## src/rtl/sp_pkg.sv

```systemverilog
// Package: shared encodings for the four-mode serial port.
// Assumes: register window of four addresses, 8-bit data.
package sp_pkg;

    typedef enum logic [1:0] {
        SP_MODE_SHIFT    = 2'd0,
        SP_MODE_UART8    = 2'd1,
        SP_MODE_UART9_FX = 2'd2,
        SP_MODE_UART9_VR = 2'd3
    } sp_mode_e;

    localparam logic [1:0] SP_ADDR_CTRL = 2'd0;
    localparam logic [1:0] SP_ADDR_BUF  = 2'd1;
    localparam logic [1:0] SP_ADDR_PWR  = 2'd2;

    localparam int SP_FRAME_W = 11;

    // Bit positions inside the control register.
    localparam int CB_RXEN  = 4;
    localparam int CB_TX9   = 3;
    localparam int CB_RX9   = 2;
    localparam int CB_TXF   = 1;
    localparam int CB_RXF   = 0;
    localparam int PB_DBL   = 7;

    // Number of bit periods in one frame of the given mode.
    function automatic logic [3:0] sp_frame_len(input sp_mode_e m);
        case (m)
            SP_MODE_SHIFT: return 4'd8;
            SP_MODE_UART8: return 4'd10;
            default:       return 4'd11;
        endcase
    endfunction

endpackage

```

## src/rtl/sp_bit_timer.sv

```systemverilog
// Module: bit-period divider. Counts enabled step pulses while run is high.
// It gives a mid-bit strobe and an end-of-bit strobe.
// Assumes: period is at least 2 and does not change while run is high.
module sp_bit_timer #(
    parameter int CNT_W = 6
) (
    input  logic             clk,
    input  logic             rst_n,
    input  logic             clear,
    input  logic             run,
    input  logic             step,
    input  logic [CNT_W-1:0] period,
    output logic             mid,
    output logic             wrap
);
    logic [CNT_W-1:0] cnt;
    logic [CNT_W-1:0] last_val;
    logic [CNT_W-1:0] half_val;

    // Compare points derived from the selected period.
    always_comb begin
        last_val = period - CNT_W'(1);
        half_val = (period >> 1) - CNT_W'(1);
    end

    assign mid  = run && step && (cnt == half_val);
    assign wrap = run && step && (cnt == last_val);

    // Step counter, restarted by clear and wrapped at the end of each bit.
    always_ff @(posedge clk) begin
        if (!rst_n)          cnt <= '0;
        else if (clear)      cnt <= '0;
        else if (run && step) cnt <= wrap ? '0 : cnt + CNT_W'(1);
    end

    // the divider never runs past its period.
    assert_cnt_in_range_R4: assert property (@(posedge clk) disable iff (!rst_n)
        run |-> (cnt < period))
        else $error("bit timer count out of range");

endmodule

```

## src/rtl/sp_tx.sv

```systemverilog
// Module: transmit shifter. It loads a frame on start and shifts one bit
// per end-of-bit strobe, LSB first.
// Assumes: mode is stable during a frame; a new start restarts the frame.
module sp_tx
    import sp_pkg::*;
#(
    parameter int CNT_W = 6
) (
    input  logic             clk,
    input  logic             rst_n,
    input  logic             start,
    input  logic [7:0]       data,
    input  logic             bit9,
    input  sp_mode_e         mode,
    input  logic             step,
    input  logic [CNT_W-1:0] period,
    output logic             txd,
    output logic             busy,
    output logic             done_pulse
);
    logic [SP_FRAME_W-1:0] sh;
    logic [SP_FRAME_W-1:0] frame;
    logic [3:0]            bcnt;
    logic                  last;
    logic                  wrap;
    logic                  mid_unused;

    sp_bit_timer #(.CNT_W(CNT_W)) u_timer (
        .clk(clk), .rst_n(rst_n), .clear(start), .run(busy), .step(step),
        .period(period), .mid(mid_unused), .wrap(wrap)
    );

    // Frame image for the selected mode, bit 0 sent first.
    always_comb begin
        case (mode)
            SP_MODE_SHIFT: frame = {3'b111, data};
            SP_MODE_UART8: frame = {1'b1, 1'b1, data, 1'b0};
            default:       frame = {1'b1, bit9, data, 1'b0};
        endcase
    end

    assign last       = (bcnt == sp_frame_len(mode) - 4'd1);
    assign done_pulse = busy && wrap && last;
    assign txd        = busy ? sh[0] : 1'b1;

    // Load on start, shift at each bit end, stop after the last bit.
    always_ff @(posedge clk) begin
        if (!rst_n) begin
            sh   <= '1;
            bcnt <= '0;
            busy <= 1'b0;
        end else if (start) begin
            sh   <= frame;
            bcnt <= '0;
            busy <= 1'b1;
        end else if (wrap) begin
            sh <= {1'b1, sh[SP_FRAME_W-1:1]};
            if (last) busy <= 1'b0;
            else      bcnt <= bcnt + 4'd1;
        end
    end

    // the line holds its level between bit boundaries.
    assert_txd_hold_R3: assert property (@(posedge clk) disable iff (!rst_n)
        ($past(busy) && busy && !$past(wrap) && !$past(start)) |-> $stable(txd))
        else $error("txd changed inside a bit period");

    // the frame ends after the done strobe unless restarted.
    assert_done_ends_frame_R6: assert property (@(posedge clk) disable iff (!rst_n)
        (done_pulse && !start) |=> !busy)
        else $error("transmitter still busy after done");

endmodule

```

## src/rtl/sp_rx.sv

```systemverilog
// Module: receive sampler. It synchronises rxd, detects the frame start
// and samples each bit once at mid-period.
// Assumes: mode is stable while a frame is received.
module sp_rx
    import sp_pkg::*;
#(
    parameter int CNT_W = 6
) (
    input  logic             clk,
    input  logic             rst_n,
    input  logic             rxd,
    input  logic             enable,
    input  logic             hold_flag,
    input  sp_mode_e         mode,
    input  logic             step,
    input  logic [CNT_W-1:0] period,
    output logic             busy,
    output logic             done_pulse,
    output logic [7:0]       data,
    output logic             bit9
);
    logic                  s1, s2, s3;
    logic                  fall;
    logic                  begin_rx;
    logic                  mid;
    logic                  wrap_unused;
    logic                  last;
    logic                  false_start;
    logic [3:0]            bcnt;
    logic [SP_FRAME_W-1:0] sh;
    logic [SP_FRAME_W-1:0] nxt;

    // Two-flop synchroniser plus one delayed copy for edge detection.
    always_ff @(posedge clk) begin
        if (!rst_n) begin
            s1 <= 1'b1;
            s2 <= 1'b1;
            s3 <= 1'b1;
        end else begin
            s1 <= rxd;
            s2 <= s1;
            s3 <= s2;
        end
    end

    assign fall     = s3 && !s2;
    assign begin_rx = !busy && enable &&
                      ((mode == SP_MODE_SHIFT) ? !hold_flag : fall);

    sp_bit_timer #(.CNT_W(CNT_W)) u_timer (
        .clk(clk), .rst_n(rst_n), .clear(begin_rx), .run(busy), .step(step),
        .period(period), .mid(mid), .wrap(wrap_unused)
    );

    assign nxt         = {s2, sh[SP_FRAME_W-1:1]};
    assign last        = (bcnt == sp_frame_len(mode) - 4'd1);
    assign false_start = (bcnt == 4'd0) && (mode != SP_MODE_SHIFT) && s2;
    assign done_pulse  = busy && mid && last;

    // Byte and ninth bit extracted from the frame as it completes.
    always_comb begin
        case (mode)
            SP_MODE_SHIFT: begin data = nxt[10:3]; bit9 = 1'b0;    end
            SP_MODE_UART8: begin data = nxt[9:2];  bit9 = nxt[10]; end
            default:       begin data = nxt[8:1];  bit9 = nxt[9];  end
        endcase
    end

    // Frame sequencing: start, mid-bit sampling, completion or abort.
    always_ff @(posedge clk) begin
        if (!rst_n) begin
            busy <= 1'b0;
            bcnt <= '0;
            sh   <= '1;
        end else if (begin_rx) begin
            busy <= 1'b1;
            bcnt <= '0;
        end else if (busy && mid) begin
            sh <= nxt;
            if (false_start || last) busy <= 1'b0;
            else                     bcnt <= bcnt + 4'd1;
        end
    end

    // a frame only starts while receive is enabled.
    assert_rx_needs_enable_R8: assert property (@(posedge clk) disable iff (!rst_n)
        $rose(busy) |-> $past(enable))
        else $error("reception started while disabled");

    // shift-mode reception only starts with the done flag clear.
    assert_shift_rx_flag_clear_R9: assert property (@(posedge clk) disable iff (!rst_n)
        ($rose(busy) && mode == SP_MODE_SHIFT) |-> !$past(hold_flag))
        else $error("shift-mode reception started with flag set");

endmodule

```

## src/rtl/serial_port_4m.sv

```systemverilog
// Module: four-mode serial port top. It holds the control, power-control and
// receive-buffer registers, selects the bit period and step source, and
// connects the transmit and receive engines.
// Assumes: software changes mode or rate only while both directions are idle.
module serial_port_4m
    import sp_pkg::*;
#(
    parameter int DIV_SHIFT = 12,
    parameter int DIV_FAST  = 16,
    parameter int DIV_SLOW  = 32
) (
    input  logic       clk,
    input  logic       rst_n,
    input  logic       reg_we,
    input  logic [1:0] reg_addr,
    input  logic [7:0] reg_wdata,
    output logic [7:0] reg_rdata,
    input  logic       t1_ovf,
    input  logic       rxd,
    output logic       txd
);
    localparam int CNT_W = $clog2(DIV_SLOW + 1);

    sp_mode_e         mode_q;
    logic             rx_en_q, tx9_q, rx9_q, txf_q, rxf_q, dbl_q;
    logic [7:0]       rx_buf_q;
    logic [CNT_W-1:0] period;
    logic             step;
    logic             wr_ctrl, wr_buf, wr_pwr;
    logic             tx_busy, tx_done;
    logic             rx_busy, rx_done, rx_bit9;
    logic [7:0]       rx_data;

    assign wr_ctrl = reg_we && (reg_addr == SP_ADDR_CTRL);
    assign wr_buf  = reg_we && (reg_addr == SP_ADDR_BUF);
    assign wr_pwr  = reg_we && (reg_addr == SP_ADDR_PWR);

    // Bit period and step source for the current mode.
    always_comb begin
        case (mode_q)
            SP_MODE_SHIFT: begin period = CNT_W'(DIV_SHIFT); step = 1'b1; end
            SP_MODE_UART9_FX: begin
                period = dbl_q ? CNT_W'(DIV_FAST) : CNT_W'(DIV_SLOW);
                step   = 1'b1;
            end
            default: begin
                period = dbl_q ? CNT_W'(DIV_FAST) : CNT_W'(DIV_SLOW);
                step   = t1_ovf;
            end
        endcase
    end

    // Control register: software fields, with hardware flag set taking priority.
    always_ff @(posedge clk) begin
        if (!rst_n) begin
            mode_q  <= SP_MODE_SHIFT;
            rx_en_q <= 1'b0;
            tx9_q   <= 1'b0;
            rx9_q   <= 1'b0;
            txf_q   <= 1'b0;
            rxf_q   <= 1'b0;
        end else begin
            if (wr_ctrl) begin
                mode_q  <= sp_mode_e'(reg_wdata[7:6]);
                rx_en_q <= reg_wdata[CB_RXEN];
                tx9_q   <= reg_wdata[CB_TX9];
            end
            if (rx_done)      rx9_q <= rx_bit9;
            else if (wr_ctrl) rx9_q <= reg_wdata[CB_RX9];
            txf_q <= (wr_ctrl ? reg_wdata[CB_TXF] : txf_q) | tx_done;
            rxf_q <= (wr_ctrl ? reg_wdata[CB_RXF] : rxf_q) | rx_done;
        end
    end

    // Power-control register: only the rate-double bit is kept.
    always_ff @(posedge clk) begin
        if (!rst_n)      dbl_q <= 1'b0;
        else if (wr_pwr) dbl_q <= reg_wdata[PB_DBL];
    end

    // Receive holding register, loaded at the end of each received frame.
    always_ff @(posedge clk) begin
        if (!rst_n)       rx_buf_q <= '0;
        else if (rx_done) rx_buf_q <= rx_data;
    end

    // Register read multiplexer.
    always_comb begin
        case (reg_addr)
            SP_ADDR_CTRL: reg_rdata = {mode_q, 1'b0, rx_en_q, tx9_q, rx9_q, txf_q, rxf_q};
            SP_ADDR_BUF:  reg_rdata = rx_buf_q;
            SP_ADDR_PWR:  reg_rdata = {dbl_q, 7'd0};
            default:      reg_rdata = 8'h00;
        endcase
    end

    sp_tx #(.CNT_W(CNT_W)) u_tx (
        .clk(clk), .rst_n(rst_n), .start(wr_buf), .data(reg_wdata), .bit9(tx9_q),
        .mode(mode_q), .step(step), .period(period), .txd(txd), .busy(tx_busy),
        .done_pulse(tx_done)
    );

    sp_rx #(.CNT_W(CNT_W)) u_rx (
        .clk(clk), .rst_n(rst_n), .rxd(rxd), .enable(rx_en_q), .hold_flag(rxf_q),
        .mode(mode_q), .step(step), .period(period), .busy(rx_busy),
        .done_pulse(rx_done), .data(rx_data), .bit9(rx_bit9)
    );

    // a buffer write always leaves the transmitter busy.
    assert_buf_write_starts_R3: assert property (@(posedge clk) disable iff (!rst_n)
        wr_buf |=> tx_busy)
        else $error("buffer write did not start a frame");

    // a transmit completion always leaves the flag set.
    assert_tx_flag_wins_R11: assert property (@(posedge clk) disable iff (!rst_n)
        tx_done |=> txf_q)
        else $error("transmit flag lost");

    // a receive completion loads the buffer and sets the flag.
    assert_rx_load_R7: assert property (@(posedge clk) disable iff (!rst_n)
        rx_done |=> (rxf_q && rx_buf_q == $past(rx_data)))
        else $error("receive completion not captured");

endmodule

```

## config.mk

```make
export PLATFORM = sky130hd
export DESIGN_NAME = serial_port_4m
export DESIGN_NICKNAME = d
export VERILOG_FILES = /design/src/rtl/sp_pkg.sv /design/src/rtl/sp_bit_timer.sv /design/src/rtl/sp_tx.sv /design/src/rtl/sp_rx.sv /design/src/rtl/serial_port_4m.sv
export SDC_FILE = /design/constraint.sdc
export NUM_CORES = 1
export LEC_CHECK = 0
export ABC_AREA = 1
export ABC_CLOCK_PERIOD_IN_PS = 3300
export BUFFER_PORTS_ARGS = -buffer_cell sky130_fd_sc_hd__buf_2
export CAP_MARGIN = 20
export CORE_UTILIZATION = 32
export DETAILED_ROUTE_END_ITERATION = 10
export GPL_TIMING_DRIVEN = 0
export PLACE_DENSITY = 0.55
export SYNTH_ARGS = -nofsm -noshare
export SYNTH_HDL_FRONTEND = slang
export SYNTH_SLANG_ARGS = --single-unit
```

## constraint.sdc

```tcl
create_clock -name clk -period 3.3 [get_ports clk]
set_clock_uncertainty 0.15 [all_clocks]
set_input_delay 0.495 -clock clk [delete_from_list [all_inputs] [get_ports clk]]
set_output_delay 0.495 -clock clk [all_outputs]
set_load 0.1 [all_outputs]
```

==> summary.md <==
| Metric | Value |
|---|---|
| Via Count | 2900 |
| Cell taking the most area after synthesis | dfxtp_1 |
| Clock Tree Buf Depth | 2 |
| Cell Area, Placed | approximately 3400 um^2 |
| Total global routing overflow | 0 |
| Synthesized flop and latch total | 60 |
| Final Max Tran Viols | 0 |
| Pwr dens | between 400 and 500 nW/um^2 |
| Final Hold Fails | 0 |
| Initial Util | about a third |
| Final core utilization | between 30% and 40% |
| Tmin final | 2.62 ns |
| Syn avg cell area | between 6 and 7 um^2 |
| Final Cycle Share | between 70% and 80% |
| Met1 WL | around 3700 um |
| Reg-to-reg slack, setup | about 1.3 ns |
| CTS buffer count | 9 |
| Post-cts sizing count | 0 |
| Root buf cell | clkbuf_8 |
| CTS tree | built |
| Ant. Diodes | 0 |
| Post-synth ARST share | 0% |
| CTS Hold Buffers Added | 0 |
| Core Footprint | just over 9000 um^2 |
| Synth Net Count | between 400 and 500 |
| Critical Path RT | ~2.7 ns |
| Max-Cap Viols | 0 |
| Routed wire length | ~7600 um |
| Register area share after synthesis | between 30% and 40% |
| Number of port buffers | 23 |
| Post-CTS Setup Bufs | 0 |
| LEAKAGE | roughly 1.6 nW |
| Syn Std Cell Area | just over 3000 um^2 |
| Die height | around 100 um |
| Vias in the first global route | 2648 |
| Max FO, Critical Path | 10 |
| Status | finished, final reports clean |
| Synthesis-to-layout area growth | 14.8% |
| Nets@finish | approximately 500 |
| Crit path launch type | flop |
| All-Layer GR Usage | between 10% and 20% |
| Fmax | between 0.3 and 0.4 GHz |
| Leading post-synthesis cells by cell area | dfxtp_1 (39%), nand2_1 (14%), nor2_1 (5.8%) |
| Syn. warnings | 0 |
| Yosys cell types | 33 |
| Final RePlAce weighted congestion | about 0.79 |
| Setup Viol. Count Final | 0 |
| Yosys top cell area share | about two fifths |
| Commonest non-fill, non-tap cell in the layout | nand2_1 |
| Detail Placement HPWL | 5650 um |
| Worst VDD drop | ~160 uV |
| Most frequent cells in the layout | nand2_1 (112), dfxtp_1 (60), nor2_1 (48), inv_1 (45), a21oi_1 (35) |
| Pre-Repair DR Iteration Count | 4 |
| Metal2 WL | between 3000 and 4000 um |
| Worst reg2reg path startpoint | mode_q[1]$_SDFFE_PN0P_ |
| Measured slew at the worst slew-check pin | between 0.5 and 0.6 ns |
| Die width | about 100 um |
| Seq. cell area | ~1200 um^2 |
| Top-Level Pins | 24 |
| Global-route wire length before repair | 12800 um |
| Worst min path class | in2reg |
| Tightest slew margin relative to the limit | a little under two thirds |
| Total Power | 1.55 mW |
| Final hold slack | ~0.20 ns |
| Hold wc startpoint | rxd |
| Wire per inst | ~12 um |
| # fillers | 1037 |
| Number of DRC markers in iteration 0 | 126 |
| Multi-input logic area | roughly 1600 um^2 |
| Share of cells above drive strength 1 | between 10% and 20% |
| DRC viols | 0 |
| Die Area | between 10000 and 15000 um^2 |
| Htree depth | 3 |
| FP Rows | 35 |
| Largest net degree at the start of global routing | 11 |
| Post-Synthesis Cells | about 450 |
| Vias per cell | 4.71 |
| CP arrival | between 1.5 and 2 ns |
| Routed wl met3 | 208 um |
| Crit path kind | reg2out |
| EDFF count, synth | 0 |
| RSZ-0062 raised after global routing | false |
| Worst Setup SP | mode_q[1]$_SDFFE_PN0P_ |
| Clock slew at reported path FFs | roughly 0.07 ns |
| Post-route design area | around 3600 um^2 |
| Ys flop type | dfxtp_1 |
| Post-route ant nets | 0 |
| Max Used Layer | met4 |
| # clock sinks | 60 |
| Initial antenna violation count | 0 |
| Clock insertion delay at the later pin of the skew report | between 0.3 and 0.4 ns |
| Critical Path Sink Type | primary output |
==> critical path: stages, from the launching register on <==
cell,delay [ns]
dfxtp_1,0.50
inv_2,0.15
buf_1,0.27
o211ai_1,0.25
buf_2,0.46
==> Yosys cell counts, drive strengths merged (2+ instances only) <==
| cell type | instances |
|---|---|
| o21ai | 34 |
| o211ai | 2 |
| nand2 | 119 |
| a21oi | 36 |
| nor2 | 53 |
| a22o | 3 |
| buf | 9 |
| nor3 | 3 |
| o22ai | 8 |
| ha | 5 |
| clkbuf | 5 |
| or2 | 3 |
| dfxtp | 60 |
| inv | 49 |
| nand4 | 7 |
| xor2 | 12 |
| nand3 | 35 |
==> layout make-up <==
| class | count | area share, % |
|---|---|---|
| Multi-Input combinational cell | 325 | 45.9 |
| Sequential cell | 60 | 33.8 |
| Inverter | 50 | 5.29 |
| Tap cell | 129 | 4.55 |
| Clock buffer | 10 | 3.59 |
| Timing Repair Buffer | 23 | 3.24 |
| Buffer | 14 | 2.04 |
| Clock inverter | 5 | 1.52 |
==> state kept, by name, indices dropped and copies added, names as in the netlist, 2 cells and up <==
signal and cells:
u_tx.bcnt 4, rx_buf_q 8, u_rx.bcnt 4, u_rx.u_timer.cnt 6, u_tx.u_timer.cnt 6, u_tx.sh 10, mode_q 2, u_rx.sh 9
==> final timing paths <==
kind                              to  cells after the start
min               u_rx.s1$_SDFF_PN1_                      2
min reg2reg       u_rx.s2$_SDFF_PN1_                      1
max                     reg_rdata[7]                      4
max reg2reg  u_tx.sh[5]$_SDFFE_PN1P_                     10
==> power by group <==
group          internal (mW)  leakage [nW]  switching [mW]
clock                  0.342        0.0959           0.293
combinational         0.0506          1.05           0.111
sequential             0.739         0.487          0.0118
total                   1.13          1.63           0.416
==> layer usage <==
metal | vias to the layer above | GRT usage, %
met5 | - | 0
met4 | 0 | 5.69
met3 | 12 | 3.06
met2 | 34 | 25.9
met1 | 1328 | 21.7
li1 | 1526 | -
==> logic make-up (layout without fill, tap and decap cells) <==
kind of cell | after synthesis | in the layout | synth area share [%]
xor gates and xnor gates | 13 | 13 | 3.68
buffers and inverters | 64 | 102 | 8.41
muxes | 2 | 2 | 0.688
adders and majority gates | 5 | 5 | 2.02
and+or+nand+nor | 221 | 221 | 31.8
AOI/OAI and AO/OA | 84 | 84 | 14.6
DFF | 60 | 60 | 38.8
==> stage by stage <==
step	setup slack, ns	setup TNS, ns	std cells
6_report	0.675	0	616
5_1_grt	0.584	0	616
4_1_cts	0.654	0	616
3_5_place_dp	0.932	0	601
3_3_place_gp	0.952	0	601
2_1_floorplan	-0.307	-0.921	449
Power figures use the tool's default switching activity.
